### config.mk
export PLATFORM = sky130hd
export DESIGN_NAME = strm_byp_ctrl
export DESIGN_NICKNAME = d
export VERILOG_FILES = /design/src/rtl/strm_byp_pkg.sv /design/src/rtl/strm_byp_decide.sv /design/src/rtl/strm_byp_entry.sv /design/src/rtl/strm_byp_ctrl.sv
export SDC_FILE = /design/constraint.sdc
export NUM_CORES = 1
export LEC_CHECK = 0
export ABC_AREA = 1
export BUFFER_PORTS_ARGS = -buffer_cell sky130_fd_sc_hd__buf_2
export CORE_UTILIZATION = 50
export DETAILED_ROUTE_END_ITERATION = 12
export PLACE_DENSITY_LB_ADDON = 0.12
export SYNTH_ARGS = -nofsm -noshare
export SYNTH_HDL_FRONTEND = slang
export SYNTH_SLANG_ARGS = --single-unit
### constraint.sdc
create_clock -name clk -period 4.6 [get_ports clk]
set_input_delay 0.92 -clock clk [delete_from_list [all_inputs] [get_ports clk]]
set_output_delay 0.92 -clock clk [all_outputs]
set_load 0.01 [all_outputs]
### src/rtl/strm_byp_pkg.sv
package strm_byp_pkg;

  typedef enum logic [1:0] {
    ST_IDLE    = 2'd0,
    ST_MONITOR = 2'd1,
    ST_BYPASS  = 2'd2
  } strm_state_e;

  localparam logic [1:0] EVK_HIT   = 2'b00;
  localparam logic [1:0] EVK_MISS  = 2'b01;
  localparam logic [1:0] EVK_REUSE = 2'b10;

endpackage

### src/rtl/strm_byp_decide.sv
module strm_byp_decide #(
  parameter int CNT_W       = 4,
  parameter int FP_W        = 16,
  parameter int MISS_TH     = 6,
  parameter int REUSE_TH    = 2,
  parameter int FP_LARGE_TH = 1024
) (
  input  logic [CNT_W-1:0] miss_cnt,
  input  logic [CNT_W-1:0] reuse_cnt,
  input  logic [FP_W-1:0]  fp,
  input  logic             fp_known,
  output logic             want_bypass
);

  localparam logic [CNT_W-1:0] MISS_TH_C  = CNT_W'(MISS_TH);
  localparam logic [CNT_W-1:0] REUSE_TH_C = CNT_W'(REUSE_TH);
  localparam logic [FP_W-1:0]  FP_TH_C    = FP_W'(FP_LARGE_TH);

  logic many_miss;
  logic low_reuse;
  logic fp_ok;

  always_comb begin
    many_miss   = (miss_cnt >= MISS_TH_C);
    low_reuse   = (reuse_cnt < REUSE_TH_C);
    fp_ok       = !fp_known || (fp >= FP_TH_C);
    want_bypass = many_miss && low_reuse && fp_ok;
  end

endmodule

### src/rtl/strm_byp_entry.sv
module strm_byp_entry
  import strm_byp_pkg::*;
#(
  parameter int CNT_W       = 4,
  parameter int FP_W        = 16,
  parameter int MISS_TH     = 6,
  parameter int REUSE_TH    = 2,
  parameter int FP_LARGE_TH = 1024
) (
  input  logic            clk,
  input  logic            rst_n,
  input  logic            cfg_hit,
  input  logic [FP_W-1:0] cfg_fp,
  input  logic            cfg_fp_known,
  input  logic            end_hit,
  input  logic            miss_inc,
  input  logic            reuse_inc,
  output logic            bypass
);

  localparam logic [CNT_W-1:0] CNT_MAX = {CNT_W{1'b1}};

  strm_state_e      state_q, state_d;
  logic [CNT_W-1:0] miss_q, miss_d;
  logic [CNT_W-1:0] reuse_q, reuse_d;
  logic [FP_W-1:0]  fp_q, fp_d;
  logic             fpk_q, fpk_d;
  logic             upd_en;
  logic [CNT_W-1:0] miss_sat;
  logic [CNT_W-1:0] reuse_sat;
  logic             want_bypass;

  always_comb begin
    miss_sat  = miss_q;
    reuse_sat = reuse_q;
    if (miss_inc && (miss_q != CNT_MAX))   miss_sat  = miss_q + 1'b1;
    if (reuse_inc && (reuse_q != CNT_MAX)) reuse_sat = reuse_q + 1'b1;
  end

  strm_byp_decide #(
    .CNT_W(CNT_W), .FP_W(FP_W), .MISS_TH(MISS_TH),
    .REUSE_TH(REUSE_TH), .FP_LARGE_TH(FP_LARGE_TH)
  ) u_decide (
    .miss_cnt   (miss_sat),
    .reuse_cnt  (reuse_sat),
    .fp         (fp_q),
    .fp_known   (fpk_q),
    .want_bypass(want_bypass)
  );

  // Configure outranks end; both outrank events on this slot.
  always_comb begin
    state_d = state_q;
    miss_d  = miss_q;
    reuse_d = reuse_q;
    fp_d    = fp_q;
    fpk_d   = fpk_q;
    upd_en  = 1'b0;
    if (cfg_hit) begin
      upd_en  = 1'b1;
      state_d = ST_MONITOR;
      miss_d  = '0;
      reuse_d = '0;
      fp_d    = cfg_fp;
      fpk_d   = cfg_fp_known;
    end else if (end_hit) begin
      upd_en  = 1'b1;
      state_d = ST_IDLE;
      miss_d  = '0;
      reuse_d = '0;
      fp_d    = '0;
      fpk_d   = 1'b0;
    end else if ((state_q != ST_IDLE) && (miss_inc || reuse_inc)) begin
      upd_en  = 1'b1;
      miss_d  = miss_sat;
      reuse_d = reuse_sat;
      state_d = want_bypass ? ST_BYPASS : ST_MONITOR;
    end
  end

  always_ff @(posedge clk or negedge rst_n) begin
    if (!rst_n) begin
      state_q <= ST_IDLE;
      miss_q  <= '0;
      reuse_q <= '0;
      fp_q    <= '0;
      fpk_q   <= 1'b0;
    end else if (upd_en) begin
      state_q <= state_d;
      miss_q  <= miss_d;
      reuse_q <= reuse_d;
      fp_q    <= fp_d;
      fpk_q   <= fpk_d;
    end
  end

  assign bypass = (state_q == ST_BYPASS);

  AST_CFG_MONITOR: assert property (@(posedge clk) disable iff (!rst_n)
    cfg_hit |=> (state_q == ST_MONITOR) && (miss_q == '0) && (reuse_q == '0));
  AST_END_IDLE: assert property (@(posedge clk) disable iff (!rst_n)
    (end_hit && !cfg_hit) |=> (state_q == ST_IDLE) && !bypass);
  AST_BYP_MISS: assert property (@(posedge clk) disable iff (!rst_n)
    bypass |-> (miss_q >= CNT_W'(MISS_TH)));
  AST_BYP_REUSE: assert property (@(posedge clk) disable iff (!rst_n)
    bypass |-> (reuse_q < CNT_W'(REUSE_TH)));
  AST_BYP_FOOTPRINT: assert property (@(posedge clk) disable iff (!rst_n)
    bypass |-> (!fpk_q || (fp_q >= FP_W'(FP_LARGE_TH))));
  AST_NO_WRAP: assert property (@(posedge clk) disable iff (!rst_n)
    (!cfg_hit && !end_hit) |=> (miss_q >= $past(miss_q)) && (reuse_q >= $past(reuse_q)));
  AST_IDLE_FROZEN: assert property (@(posedge clk) disable iff (!rst_n)
    ((state_q == ST_IDLE) && !cfg_hit) |=> (state_q == ST_IDLE) && $stable(miss_q));
  AST_QUIET_HOLD: assert property (@(posedge clk) disable iff (!rst_n)
    (!cfg_hit && !end_hit && !miss_inc && !reuse_inc) |=> $stable(state_q) && $stable(miss_q));

endmodule

### src/rtl/strm_byp_ctrl.sv
module strm_byp_ctrl
  import strm_byp_pkg::*;
#(
  parameter int N_STRM      = 4,
  parameter int CNT_W       = 4,
  parameter int FP_W        = 16,
  parameter int MISS_TH     = 6,
  parameter int REUSE_TH    = 2,
  parameter int FP_LARGE_TH = 1024,
  localparam int ID_W       = (N_STRM > 1) ? $clog2(N_STRM) : 1
) (
  input  logic              clk,
  input  logic              rst_n,
  input  logic              cfg_valid,
  input  logic [ID_W-1:0]   cfg_id,
  input  logic [FP_W-1:0]   cfg_fp,
  input  logic              cfg_fp_known,
  input  logic              end_valid,
  input  logic [ID_W-1:0]   end_id,
  input  logic              ev_valid,
  input  logic [1:0]        ev_kind,
  input  logic [ID_W-1:0]   ev_id,
  input  logic [ID_W-1:0]   qry_id,
  output logic              qry_bypass,
  output logic [N_STRM-1:0] bypass_vec
);

  logic rst_meta_q;
  logic rst_sync_q;

  always_ff @(posedge clk or negedge rst_n) begin
    if (!rst_n) begin
      rst_meta_q <= 1'b0;
      rst_sync_q <= 1'b0;
    end else begin
      rst_meta_q <= 1'b1;
      rst_sync_q <= rst_meta_q;
    end
  end

  logic ev_miss;
  logic ev_reuse;

  always_comb begin
    ev_miss  = ev_valid && (ev_kind == EVK_MISS);
    ev_reuse = ev_valid && (ev_kind == EVK_REUSE);
  end

  for (genvar g = 0; g < N_STRM; g++) begin : g_slot
    logic sel_cfg;
    logic sel_end;
    logic sel_ev;

    always_comb begin
      sel_cfg = cfg_valid && (cfg_id == ID_W'(g));
      sel_end = end_valid && (end_id == ID_W'(g));
      sel_ev  = (ev_id == ID_W'(g));
    end

    strm_byp_entry #(
      .CNT_W(CNT_W), .FP_W(FP_W), .MISS_TH(MISS_TH),
      .REUSE_TH(REUSE_TH), .FP_LARGE_TH(FP_LARGE_TH)
    ) u_entry (
      .clk         (clk),
      .rst_n       (rst_sync_q),
      .cfg_hit     (sel_cfg),
      .cfg_fp      (cfg_fp),
      .cfg_fp_known(cfg_fp_known),
      .end_hit     (sel_end),
      .miss_inc    (ev_miss && sel_ev),
      .reuse_inc   (ev_reuse && sel_ev),
      .bypass      (bypass_vec[g])
    );
  end

  always_comb begin
    qry_bypass = 1'b0;
    if (int'(qry_id) < N_STRM) qry_bypass = bypass_vec[qry_id];
  end

  AST_RESET_CLEAR: assert property (@(posedge clk)
    !rst_sync_q |-> (bypass_vec == '0));
  AST_NEW_BYPASS_CAUSE: assert property (@(posedge clk) disable iff (!rst_sync_q)
    $countones(bypass_vec & ~$past(bypass_vec)) <= 1);

endmodule

# After elaboration in Yosys (flattened, before gate mapping)

Cells that the tools add are included.

Register bits after elaboration: 110
Output and inout bits: 5
Word-level logic and storage cells: 217

$add $sub $neg: 8
Magnitude comparators: 13
Equal/unequal tests: 23
Mux-type cells: 78
Reduce and logical (&&, ||, !) cells: 73

Operator list:

| kind                 | count |
|---|---|
| $mux 16              | 8 |
| $mux 4               | 32 |
| $ge 16x11->1 const B | 4 |
| $logic_and 1x1->1    | 38 |
| $add 4x1->4 const B  | 8 |
| $mux 2               | 16 |
| $ne 4x4->1 const B   | 8 |
| $eq 2x2->1 const B   | 11 |
| $mux 1               | 21 |
| $ge 4x3->1 const B   | 4 |
| $lt 4x2->1 const B   | 4 |
| $reduce_and 2->1     | 8 |
| $reduce_bool 2->1    | 8 |
| $reduce_bool 3->1    | 4 |
| $eq 2x1->1 const B   | 4 |
| $logic_or 1x1->1     | 8 |
| $logic_not 2->1      | 3 |
| $logic_not 1->1      | 4 |
| $lt 2x3->1 const B   | 1 |
| $bmux 1 s2           | 1 |

# Longest topological paths before layout

Gate-level depths: netlist of the first run.

Depth after elaboration: 12
Depth in mapped cells: 12
Mapped depth without buffers: 12

# Cells and area by module

A second synthesis of the first run with hierarchy kept.

Cells, all modules: 632
Area total of the unflattened synthesis: 5,791.8 um2

Modules (own cells, without submodules):

| module          | instances | cells each | area each (um2) | sequential area each (um2) |
|---|---|---|---|---|
| strm_byp_entry  | 4         | 133        | 1,332.5         | 675.6 |
| strm_byp_ctrl   | 1         | 48         | 261.5           | 50.0 |
| strm_byp_decide | 4         | 13         | 50.0            | 0.0 |

# Worst setup path after synthesis of the first run

Ideal clock, no wire load.

Kind: input-to-output
Start point: in qry_id[0]
End point: out qry_bypass
Data arrival time: 1.367 ns
Slack: 2.313 ns
Cell stages on the path: 3
Path buffers: 0
Path through: inv_1 > nor2_1 > o32ai_1

Longest elaborated chain between the ends: 2

RTL lines:

| element                      | RTL line            | text |
|---|---|---|
| from (decl)                  | strm_byp_ctrl.sv:23 | `input logic [ID_W-1:0] qry_id,` |
| $bmux 1 s2                   | strm_byp_ctrl.sv:78 | `if (int'(qry_id) < N_STRM) qry_bypass = bypass_vec[qry_id];` |
| $mux 1 (implied by the code) | strm_byp_ctrl.sv:78 |  |
| to (decl)                    | strm_byp_ctrl.sv:24 | `output logic qry_bypass,` |

No other way between the ends. The select of a mux whose other input is x is not followed.

# Worst setup path after layout of the first run

Same ends and word-level chain as after synthesis.

==> results.md, run 1 <==
- Clock Skews: 0.006274 ns
- Flop-to-flop setup slack: about 3.0 ns
- Placed cells: 635
- Slew HR: 0.4009
- Grt ovf: 0
- Final slew viol count: 0
- Post-synth cell types: 28
- Initial Utilization: 0.5282
- RSZ-0062 raised after global routing: false
- # DRC: 0
- Final critical-path share of the clock period: 0.5314
- Clock latency on the worst-skew pair: 0.33 ns
- Placer Congestion: between 0.8 and 0.9
- Core area: 7447 um^2
- Hold WC Path Type: reg -> async
- Die area: just over 8000 um^2
- Final core utilization: 0.5773
- CP max stage delay: 0.21 ns
- Top cells by area, synth: dfrtp_1, nand2_1, inv_1
- Synthesized instance count: 523
- Area Growth Syn to Fin: 9.287%
- Syn nets: 563
- DIE WIDTH: 90.70 um
- Sum Neg Setup Slack: 0 ns
- Worst Setup EP: qry_bypass
- Hold Fails Final Rpt: 0
- Final std cells w/o fill: 651
- Critical Path Source: qry_id[0]
- Pwr dens: 298.5 nW/um^2
- Worst-path clk slew: 0.07 ns
- Total power: roughly 1300 uW
- Layout net count: 587
- Cell depth of the worst flop-to-flop path: 9
- Pin count of the biggest net entering global routing: 50
- Worst Path Buf+Inv: 3
- Pre-antenna DRT Iters: 5
- Worst path arrival time: 1.52 ns
- Drt wl/cell: 13.01 um
- Avg Cell Area, Syn: roughly 7.5 um^2
- CTS Buffer Depth: 2
- Commonest cells after routing, fill and taps aside: nand2_1, inv_1, dfrtp_1, nand3_1, nor2_1
- Crit path setup slack, layout: 2.156 ns
- CP required: 3.68 ns
- Port Buffers: 26
- DR iter-0 viols: 187
- Maximum fanout along the worst path: 3
- Logic pwr share: 0.118
- Cell family contributing the most delay on the critical path: buffers and inverters
- Crit end category: output port
- Ant diodes: 0
- Dpl hpwl: 6252 um
- Site row count: 31
- Yosys warns: 0
- Critical R2R Capture: g_slot[1].u_entry.state_q[0]
- Net Sw Power: 353.4 uW
- Clock share of power: 0.350
- Inserted Clock Buffers: 9
- RR Startpoint: g_slot[1].u_entry.reuse_q[0]
- Internal power: 930.0 uW
- Final setup viols: 0
- Worst vdd ir: 0.1641 mV
- Outcome: completed
- Fillers: 706
- Vias in the first global route: 3,130
- Reg power frac: 0.532
- Area share of the largest cell type after synthesis: 0.4453
- Final wirelength: 8469 um
- I/O pins: 37
- Most common cell after layout, fill and taps aside: nand2_1
- Seq/Total Area, Yosys: 0.4453
- Net Sw Frac: 0.2754
- Number of antenna violations at the first check in global routing: 0
- Max stage delay cell, worst path: o32ai_1
- Peak Freq: between 400 and 500 MHz
- Stages on the worst setup path: 5
- Share of cells above drive strength 1: 0.1286
- CTS tree: built
- Global-route wire length before repair: 14,580 um
- Max-cap violations: 0
- Post-DR vias/cell: 5.204
- P_leak: 0.002271 uW
- Synth Register Bits: 70
- Post-CTS sizing: 0
- Vias: approximately 3,400
- Clk sinks: 70
- Yosys top cell by area: dfrtp_1
- Final ANT Viol Nets: 0
- Cts hold-fix bufs: 0
- Die Ht: ~91 um
- Most frequent CP cell: buf_2
- H-tree levels: 3
- Synthesized area: 3934 um^2
- CP Launch Type: primary input
- Post-CTS Setup Inserts: 0
- Gr usage total: 0.2236
- Root buffer cell: clkbuf_8
- Tmin final: 2.444 ns
- Worst-Margin Slew: 0.8977 ns
- Pre-CTS WS: 1.855 ns
- Setup CP Type: in -> out
- Worst path cell trace: buf_2, inv_1, nor2_1, o32ai_1, buf_2
-- metal layers --
metal / vias up / track usage / wire length [um]
li1: 1729 / - / -
met1: 1590 / 0.3244 / 4222
met2: 65 / 0.3378 / 3883
met3: 4 / 0.03620 / 314
met4: 0 / 0.07796 / 49
met5: - / 0 / 0
-- power by group through the flow --
stage | Combinational, uW | Clock (uW) | Sequential, uW
5_1_grt | 176 | 482 | 688
4_1_cts | 153 | 461 | 682
6_report | 152 | 449 | 682
3_5_place_dp | 152 | 0 | 694
3_3_place_gp | 148 | 0 | 693
2_1_floorplan | 103 | 0 | 693
-- cell usage after synthesis --
cell and instances:
xnor2_1 1, nand3_1 42, a31oi_1 3, nand2_2 5, inv_1 80, o21ai_1 5
nor3_1 5, nand3b_2 1, conb_1 1, xor2_1 11, a22o_1 8, o21ai_2 1
o22ai_1 22, nand3_2 1, buf_2 3, o21ai_0 29, buf_4 5, nor2_4 4
inv_2 9, nand2_1 135, a21oi_1 7, dfrtp_1 70, nor2_2 8, ha_1 8
o32ai_1 1, nand4_1 12, nor2_1 40, clkbuf_1 6
-- worst min path at each step --
stage                                         to  slack, ns  depth (start not counted)
floorplan                             rst_sync_q       0.33                          0
global placement    g_slot[3].u_entry.reuse_q[1]       0.22                          0
detailed placement  g_slot[3].u_entry.reuse_q[1]       0.22                          0
CTS                 g_slot[3].u_entry.reuse_q[1]       0.23                          0
global route        g_slot[3].u_entry.reuse_q[3]       0.26                          0
finish                g_slot[3].u_entry.fp_q[13]       0.21                          0
-- kinds of logic (layout without fill, tap and decap cells) --
group | Yosys count | after routing | synth area share
AND/OR/NAND/NOR | 253 | 253 | 0.2834
other | 1 | 1 | 0.0009533
flip-flops | 70 | 70 | 0.4453
AO/OA/AOI/OAI | 76 | 76 | 0.1142
buffers and inverters | 103 | 132 | 0.1040
XOR/XNOR | 12 | 12 | 0.02672
adder cells (fa/ha/maj) | 8 | 8 | 0.02545
-- stage by stage --
step / hold WS [ns] / area (um^2)
after detailed placement: 0.2248 / 4121
after global routing: 0.2613 / 4299
after floorplan: 0.3312 / 3934
final: 0.2085 / 4299
after global placement: 0.2241 / 4121
after CTS: 0.2291 / 4299
-- registers in the layout, summed over array words and instances (netlist names) --
name                    cells
g_slot.u_entry.fp_q        24
g_slot.u_entry.miss_q      16
g_slot.u_entry.reuse_q     16
g_slot.u_entry.state_q      8
g_slot.u_entry.fpk_q        4
rst_meta_q                  1
rst_sync_q                  1
-- area by class of cell --
class | instances | area (um^2) | area share
clock buffers | 13 | 158.9 | 0.03696
well taps | 99 | 123.9 | 0.02881
multi-input cells | 350 | 1773 | 0.4124
repair buffers | 27 | 137.6 | 0.03201
clock inverters | 3 | 18.77 | 0.004366
inverters | 89 | 334.1 | 0.07771
flip-flops and latches | 70 | 1753 | 0.4077
(Power assumes the default switching activity.)
==> inputs of run 2 (changes only) <==
==> constraint.sdc (replaced) <==
create_clock -name clk -period 2.12 [get_ports clk]
set_input_delay 0.424 -clock clk [delete_from_list [all_inputs] [get_ports clk]]
set_output_delay 0.424 -clock clk [all_outputs]
set_load 0.01 [all_outputs]
==> results.md, run 2 (synthesis gave the netlist of run 1 again) <==
- Layout net count: 593 (+1.0%)
- Pin count of the biggest net entering global routing: 34 (-32%)
- I/O pins: 37 (unchanged)
- Grt ovf: 0 (unchanged)
- Final setup viols: 0 (unchanged)
- Share of cells above drive strength 1: 0.1362 (+0.007578)
- Drt wl/cell: 13.03 um (+0.14%)
- Cell family contributing the most delay on the critical path: flip-flops
- Outcome: completed
- DIE WIDTH: 90.70 um (unchanged)
- Post-DR vias/cell: 5.196 (-0.15%)
- H-tree levels: 3 (unchanged)
- Final wirelength: 8559 um (+1.1%)
- Number of antenna violations at the first check in global routing: 0 (unchanged)
- Placed cell areas: 4172 um^2 (+1.2%)
- Worst Path Buf+Inv: 1 (-2)
- Max stage delay cell, worst path: dfrtp_1
- Die Ht: 90.70 um (unchanged)
- CP Launch Type: flop
- Worst path arrival time: 1.48 ns (-0.04 ns)
- Max-cap violations: 0 (unchanged)
- Worst path cell trace: nor2_1, nor2_1, o32ai_1, buf_2
- Clock latency on the worst-skew pair: 0.34 ns (about the same)
- Final critical-path share of the clock period: 0.8958
- Ant diodes: 0 (unchanged)
- Die area: 8226 um^2 (unchanged)
- Pre-antenna DRT Iters: 4 (-1)
- Dpl hpwl: 6474 um (+3.6%)
- Hold Slack: 0.2197 ns (+0.01123 ns)
- Initial Utilization: 0.5282 (unchanged)
- Commonest cells after routing, fill and taps aside: nand2_1, inv_1, dfrtp_1, nand3_1, nor2_1
- Site row count: 31 (unchanged)
- Fillers: 704 (-0.28%)
- Global-route wire length before repair: 15,190 um (+4.2%)
- CTS Buffer Depth: 2 (unchanged)
- Largest Register: g_slot.u_entry.fp_q
- Maximum fanout along the worst path: 3 (unchanged)
- # DRC: 0 (unchanged)
- Crit end category: output port
- Area Growth Syn to Fin: 10.34%
- Sum Neg Setup Slack: 0 ns (unchanged)
- CP max stage delay: 0.39 ns (+0.18 ns)
- Inserted Clock Buffers: 9 (unchanged)
- Worst vdd ir: 0.4451 mV (+170%)
- Hold WC Path Type: reg -> async
- Peak Freq: about 530 MHz
- Vias in the first global route: 3,285 (+5.0%)
- DR iter-0 viols: 251 (+34%)
- Post-CTS Setup Inserts: 0 (unchanged)
- P_leak: 0.002293 uW (+0.98%)
- CP required: 1.70 ns (-1.98 ns)
- Sequential Area: 1753 um^2 (unchanged)
- Final slew viol count: 0 (unchanged)
- Hold Fails Final Rpt: 0 (unchanged)
- Final core utilization: 0.5828 (+0.005544)
- Area occupied by multi-input gates: 1773 um^2 (unchanged)
- Core area: 7447 um^2 (unchanged)
- Worst-path clk slew: 0.08 ns (about the same)
- Setup CP Type: reg -> out
- CTS tree: built
- RSZ-0062 raised after global routing: false
- Vias: 3,414 (+0.77%)
- Clock Skews: 0.01025 ns (+0.003979 ns)
- Biggest registers after layout: g_slot.u_entry.fp_q (24), g_slot.u_entry.miss_q (16), g_slot.u_entry.reuse_q (16)
- Port Buffers: 26 (unchanged)
- Root buffer cell: clkbuf_8
- Most frequent CP cell: nor2_1
- Tmin final: 1.899 ns
- Pwr dens: 627.2 nW/um^2 (+110%)
- Design area: 4340 um^2 (+0.96%)
- Most common cell after layout, fill and taps aside: nand2_1
- Gr usage total: 0.2355 (+0.01193)
- Final ANT Viol Nets: 0 (unchanged)
- Clk sinks: 70 (unchanged)
- Max reg flops: 24 (unchanged)
- Placer Congestion: 0.8209 (+2.0%)
-- run 2: cell types whose count changed in the layout (fill, tap and decap cells not counted) --
cell           before  now
dlygate4sd3_1       0    1
clkbuf_8           11    9
buf_12              0    1
clkinv_2            2    4
clkinv_4            1    0
buf_4               1    5
clkinvlp_4          0    1
-- run 2: worst paths after layout --
check | startpoint | to | slack [ns] | depth (start not counted)
min reg2reg | rst_sync_q | g_slot[3].u_entry.reuse_q[1] | 0.22 | 0
min | rst_sync_q | g_slot[3].u_entry.reuse_q[1] | 0.22 | 0
max reg2reg | g_slot[0].u_entry.miss_q[0] | g_slot[0].u_entry.state_q[0] | 0.53 | 11
max in group asynchronous | rst_sync_q | g_slot[2].u_entry.reuse_q[0] | 1.30 | 1
max | g_slot[1].u_entry.state_q[0] | qry_bypass | 0.22 | 4
min in group clk | rst_meta_q | rst_sync_q | 0.37 | 0
-- run 2: per-stage QoR --
stage	cells	worst slack [ns]	power (uW)
floorplan	523	0.02637	1728
global route	657	0.1249	2873
CTS	657	0.2013	2751
global placement	640	0.2836	1834
finish	657	0.2209	2722
detailed placement	640	0.2263	1843
-- run 2: repair_timing --
item	4_1_cts	5_1_grt
gates resized for setup	0	0
hold buffers	1	0
hold endpoints to repair	2	0
-- run 2: report_power, final --
group          leakage, uW  internal, uW  total, uW  switching (uW)
clock            0.0000829           417        905             488
sequential        0.000938          1420       1480            56.2
combinational      0.00127           114        337             223
total              0.00229          1950       2720             767
-- run 2: final cells by class --
class / instances / share of cell area
Inverter: 89 / 0.07697
Tap cell: 99 / 0.02854
Clock inverter: 5 / 0.006342
Timing Repair Buffer: 33 / 0.04555
Clock buffer: 11 / 0.03027
Multi-Input combinational cell: 350 / 0.4085
Sequential cell: 70 / 0.4039
-- run 2: layer usage --
layer / global-route usage / up-vias / part of all wire
li1: - / 1742 / -
met1: 0.3342 / 1583 / 0.49
met2: 0.3624 / 77 / 0.44
met3: 0.03030 / 12 / 0.046
met4: 0.09946 / 0 / 0.017
met5: 0 / - / 0
==> inputs of run 3 (changes only) <==
--- a/config.mk
+++ b/config.mk
@@ -5,11 +5,12 @@
 export SDC_FILE = /design/constraint.sdc
 export NUM_CORES = 1
 export LEC_CHECK = 0
-export ABC_AREA = 1
 export BUFFER_PORTS_ARGS = -buffer_cell sky130_fd_sc_hd__buf_2
+export CORE_MARGIN = 1.5
 export CORE_UTILIZATION = 50
 export DETAILED_ROUTE_END_ITERATION = 12
 export PLACE_DENSITY_LB_ADDON = 0.12
+export SLEW_MARGIN = 20
 export SYNTH_ARGS = -nofsm -noshare
 export SYNTH_HDL_FRONTEND = slang
 export SYNTH_SLANG_ARGS = --single-unit
==> results.md, run 3 <==
- Outcome: completed
- Clock Skews: 0.006436 ns (-0.003817 ns)
- Placer Congestion: 0.8635 (+5.2%)
- Site row count: 31 (unchanged)
- Final wirelength: 9007 um (+5.2%)
- Most common cell after layout, fill and taps aside: dfrtp_1
- Max reg flops: 24 (unchanged)
- Pwr dens: 704.2 nW/um^2 (+12%)
- Yosys warns: 0 (unchanged)
- Net Sw Frac: 0.2603 (-0.02159)
- Largest Register: g_slot.u_entry.fp_q
- CP required: 2.38 ns (+0.68 ns)
- Main combinational cell family by area after synthesis: simple AND/OR/NAND/NOR gates
- Worst-path clk slew: 0.08 ns (about the same)
- Fillers: 666 (-5.4%)
- Ant diodes: 0 (unchanged)
- Synthesized instance count: 398 (-24%)
- Sum Neg Setup Slack: 0 ns (unchanged)
- Post-DR vias/cell: 5.949 (+14%)
- Seq/Total Area, Yosys: 0.4506 (+0.005303)
- Post-CTS Setup Inserts: 0 (unchanged)
- Final core utilization: 0.5941 (+0.01123)
- Ys flop type: dfrtp_1
- Cts hold-fix bufs: 1 (unchanged)
- DR iter-0 viols: 189 (-25%)
- Commonest cells after routing, fill and taps aside: dfrtp_1, nor2_1, nand3_1, a22o_1, buf_2
- # DRC: 0 (unchanged)
- Top-count cell post-synth: dfrtp_1
- Logic pwr share: 0.112 (-0.012)
- Dpl hpwl: 6431 um (-0.67%)
- Clock share of power: 0.404 (+0.072)
- Worst path arrival time: 2.24 ns (+0.76 ns)
- Final setup viols: 0 (unchanged)
- Reg power frac: 0.484 (-0.060)
- Worst-Margin Slew: 0.9373 ns
- Pre-antenna DRT Iters: 4 (unchanged)
- Final critical-path share of the clock period: 0.9343 (+0.03847)
- Pin count of the biggest net entering global routing: 51 (+50%)
- Yosys top cell by area: dfrtp_1
- H-tree levels: 3 (unchanged)
- Biggest registers after layout: g_slot.u_entry.fp_q (24), g_slot.u_entry.miss_q (16), g_slot.u_entry.reuse_q (16)
- Synthesized-area fraction occupied by adder cells: 0.02575 (+0.0003030)
- Die area: 8313 um^2 (+1.1%)
- Final ANT Viol Nets: 0 (unchanged)
- Post-synth EDFFs: 0 (unchanged)
- RSZ-0062 raised after global routing: false
- Maximum fanout along the worst path: 5 (+2)
- CP Launch Type: flop
- Area Growth Syn to Fin: 12.62%
- Synth cell count leaders: dfrtp_1, nor2_1, a22o_1, nand3_1, nand2_1
- Post-CTS sizing: 0 (unchanged)
- Clock latency on the worst-skew pair: 0.35 ns (about the same)
- P_leak: 0.001924 uW (-16%)
- Peak Freq: 504.9 MHz (-4.1%)
- Hold WC Path Type: reg -> async
- Avg Cell Area, Syn: 9.768 um^2 (+30%)
- Area share of the largest cell type after synthesis: 0.4506 (+0.005303)
- Syn nets: 438 (-22%)
- Synthesized area: 3887 um^2 (-1.2%)
- Hold Fails Final Rpt: 0 (unchanged)
- Net Sw Power: 802.6 uW (+4.6%)
- CTS tree: built
- Tmin final: 1.981 ns (+0.08155 ns)
- CTS Buffer Depth: 2 (unchanged)
- Share of cells above drive strength 1: 0.1628 (+0.02659)
- Max-cap violations: 0 (unchanged)
- Crit end category: flop
- Port Buffers: 26 (unchanged)
- Vias in the first global route: 3,113 (-5.2%)
- Xor/xnor share of the synthesized area: 0.02478 (-0.001935)
- Global-route wire length before repair: 15,080 um (-0.72%)
- Root buffer cell: clkbuf_8
- Internal power: 2281 uW (+17%)
- Gr usage total: 0.2302 (-0.005332)
- Clk sinks: 70 (unchanged)
- Grt ovf: 0 (unchanged)
- Setup CP Type: reg -> reg
- Worst vdd ir: 0.4335 mV (-2.6%)
- Layout net count: 465 (-22%)
- Die Ht: 91.18 um (+0.52%)
- Slew HR: 0.3685
- Initial Utilization: 0.5275 (-0.0007217)
- Drt wl/cell: 17.03 um (+31%)
- Core area: 7370 um^2 (-1.0%)
- FFs w/ async S/R, synth: 1.000 (unchanged)
- Compound-Gate Fraction of Synth Area: 0.1748 (+0.06058)
- DIE WIDTH: 91.18 um (+0.52%)
- Number of antenna violations at the first check in global routing: 0 (unchanged)
- Total power: 3083 uW (+13%)
- Synth Register Bits: 70 (unchanged)
- Post-synth cell types: 64 (+130%)
- I/O pins: 37 (unchanged)
- Mux contribution to synthesized area: 0.03991 (+0.03991)
- Final slew viol count: 0 (unchanged)
- Simple-gate portion of the synthesized area: 0.2446 (-0.03879)
- Vias: 3,147 (-7.8%)
- Inserted Clock Buffers: 9 (unchanged)
- Top cells by area, synth: dfrtp_1, a22o_1, nand3_1
==> run 3: changes by cell type after synthesis, moves of 11 or more <==
cell and delta:
a22o_1 +20, nand2_1 -110, inv_1 -75, nand3_1 -14
o21ai_0 -17, nor3_1 +18, mux2i_1 +11, o22ai_1 -21
nand2b_1 +12
==> run 3: cell families (layout without fill, tap and decap cells) <==
| group | Yosys count | count (layout) |
|---|---|---|
| AND/OR/NAND/NOR | 173 | 173 |
| AO/OA/AOI/OAI | 90 | 90 |
| flip-flops | 70 | 70 |
| buffers and inverters | 31 | 63 |
| multiplexers | 14 | 14 |
| XOR/XNOR | 11 | 11 |
| adder cells (fa/ha/maj) | 8 | 8 |
| other | 1 | 1 |
==> run 3: final cells by class <==
cell class	count	area, um^2	area share
timing repair buffer	42	265.3	0.06059
sequential	70	1753	0.4004
multi-input combinational	297	1986	0.4536
inverter	5	18.77	0.004287
clock inverter	6	93.84	0.02143
tap	99	123.9	0.02829
clock buffer	10	137.6	0.03144
==> run 3: power groups by stage <==
stage	clock, uW	combinational, uW	sequential [uW]
global route	1320	383	1510
CTS	1270	347	1490
finish	1250	344	1490
floorplan	0	224	1510
detailed placement	0	344	1520
global placement	0	338	1510
==> run 3: metrics by stage <==
step	cell area [um^2]	std cells	setup slack [ns]	hold slack, ns
finish	4378	529	0.1393	0.2207
global route	4378	529	0.002572	0.2704
CTS	4378	529	0.1351	0.2350
detailed placement	4136	512	0.03484	0.2150
global placement	4136	512	0.07070	0.2091
floorplan	3887	398	0.02637	0.1284
==> run 3: final timing paths <==
kind                                        startpoint                           end  slack (ns)  cells past startpoint
min reg2reg                                 rst_sync_q    g_slot[3].u_entry.fp_q[11]        0.22                      0
min                                         rst_sync_q    g_slot[3].u_entry.fp_q[11]        0.22                      0
max in group asynchronous                   rst_sync_q  g_slot[2].u_entry.reuse_q[2]        1.27                      1
min in group clk                            rst_meta_q                    rst_sync_q        0.37                      0
max reg2reg                g_slot[1].u_entry.miss_q[0]  g_slot[1].u_entry.state_q[0]        0.14                      6
max                        g_slot[1].u_entry.miss_q[0]  g_slot[1].u_entry.state_q[0]        0.14                      6
==> run 3: metal layers <==
metal | share of wire | global-route usage | vias up | wire length, um
li1 | - | - | 1541 | -
met1 | 0.46 | 0.3025 | 1545 | 4129
met2 | 0.49 | 0.3812 | 50 | 4437
met3 | 0.035 | 0.04355 | 11 | 317
met4 | 0.014 | 0.07682 | 0 | 123
met5 | 0 | 0 | - | 0
==> run 3: worst max-delay path: stages (launching register included) <==
cell and delay, ns:
dfrtp_1 0.44, ha_1 0.35, nand2b_1 0.14, or4_1 0.40, a31oi_1 0.25, a2111oi_2 0.09, o31ai_1 0.22
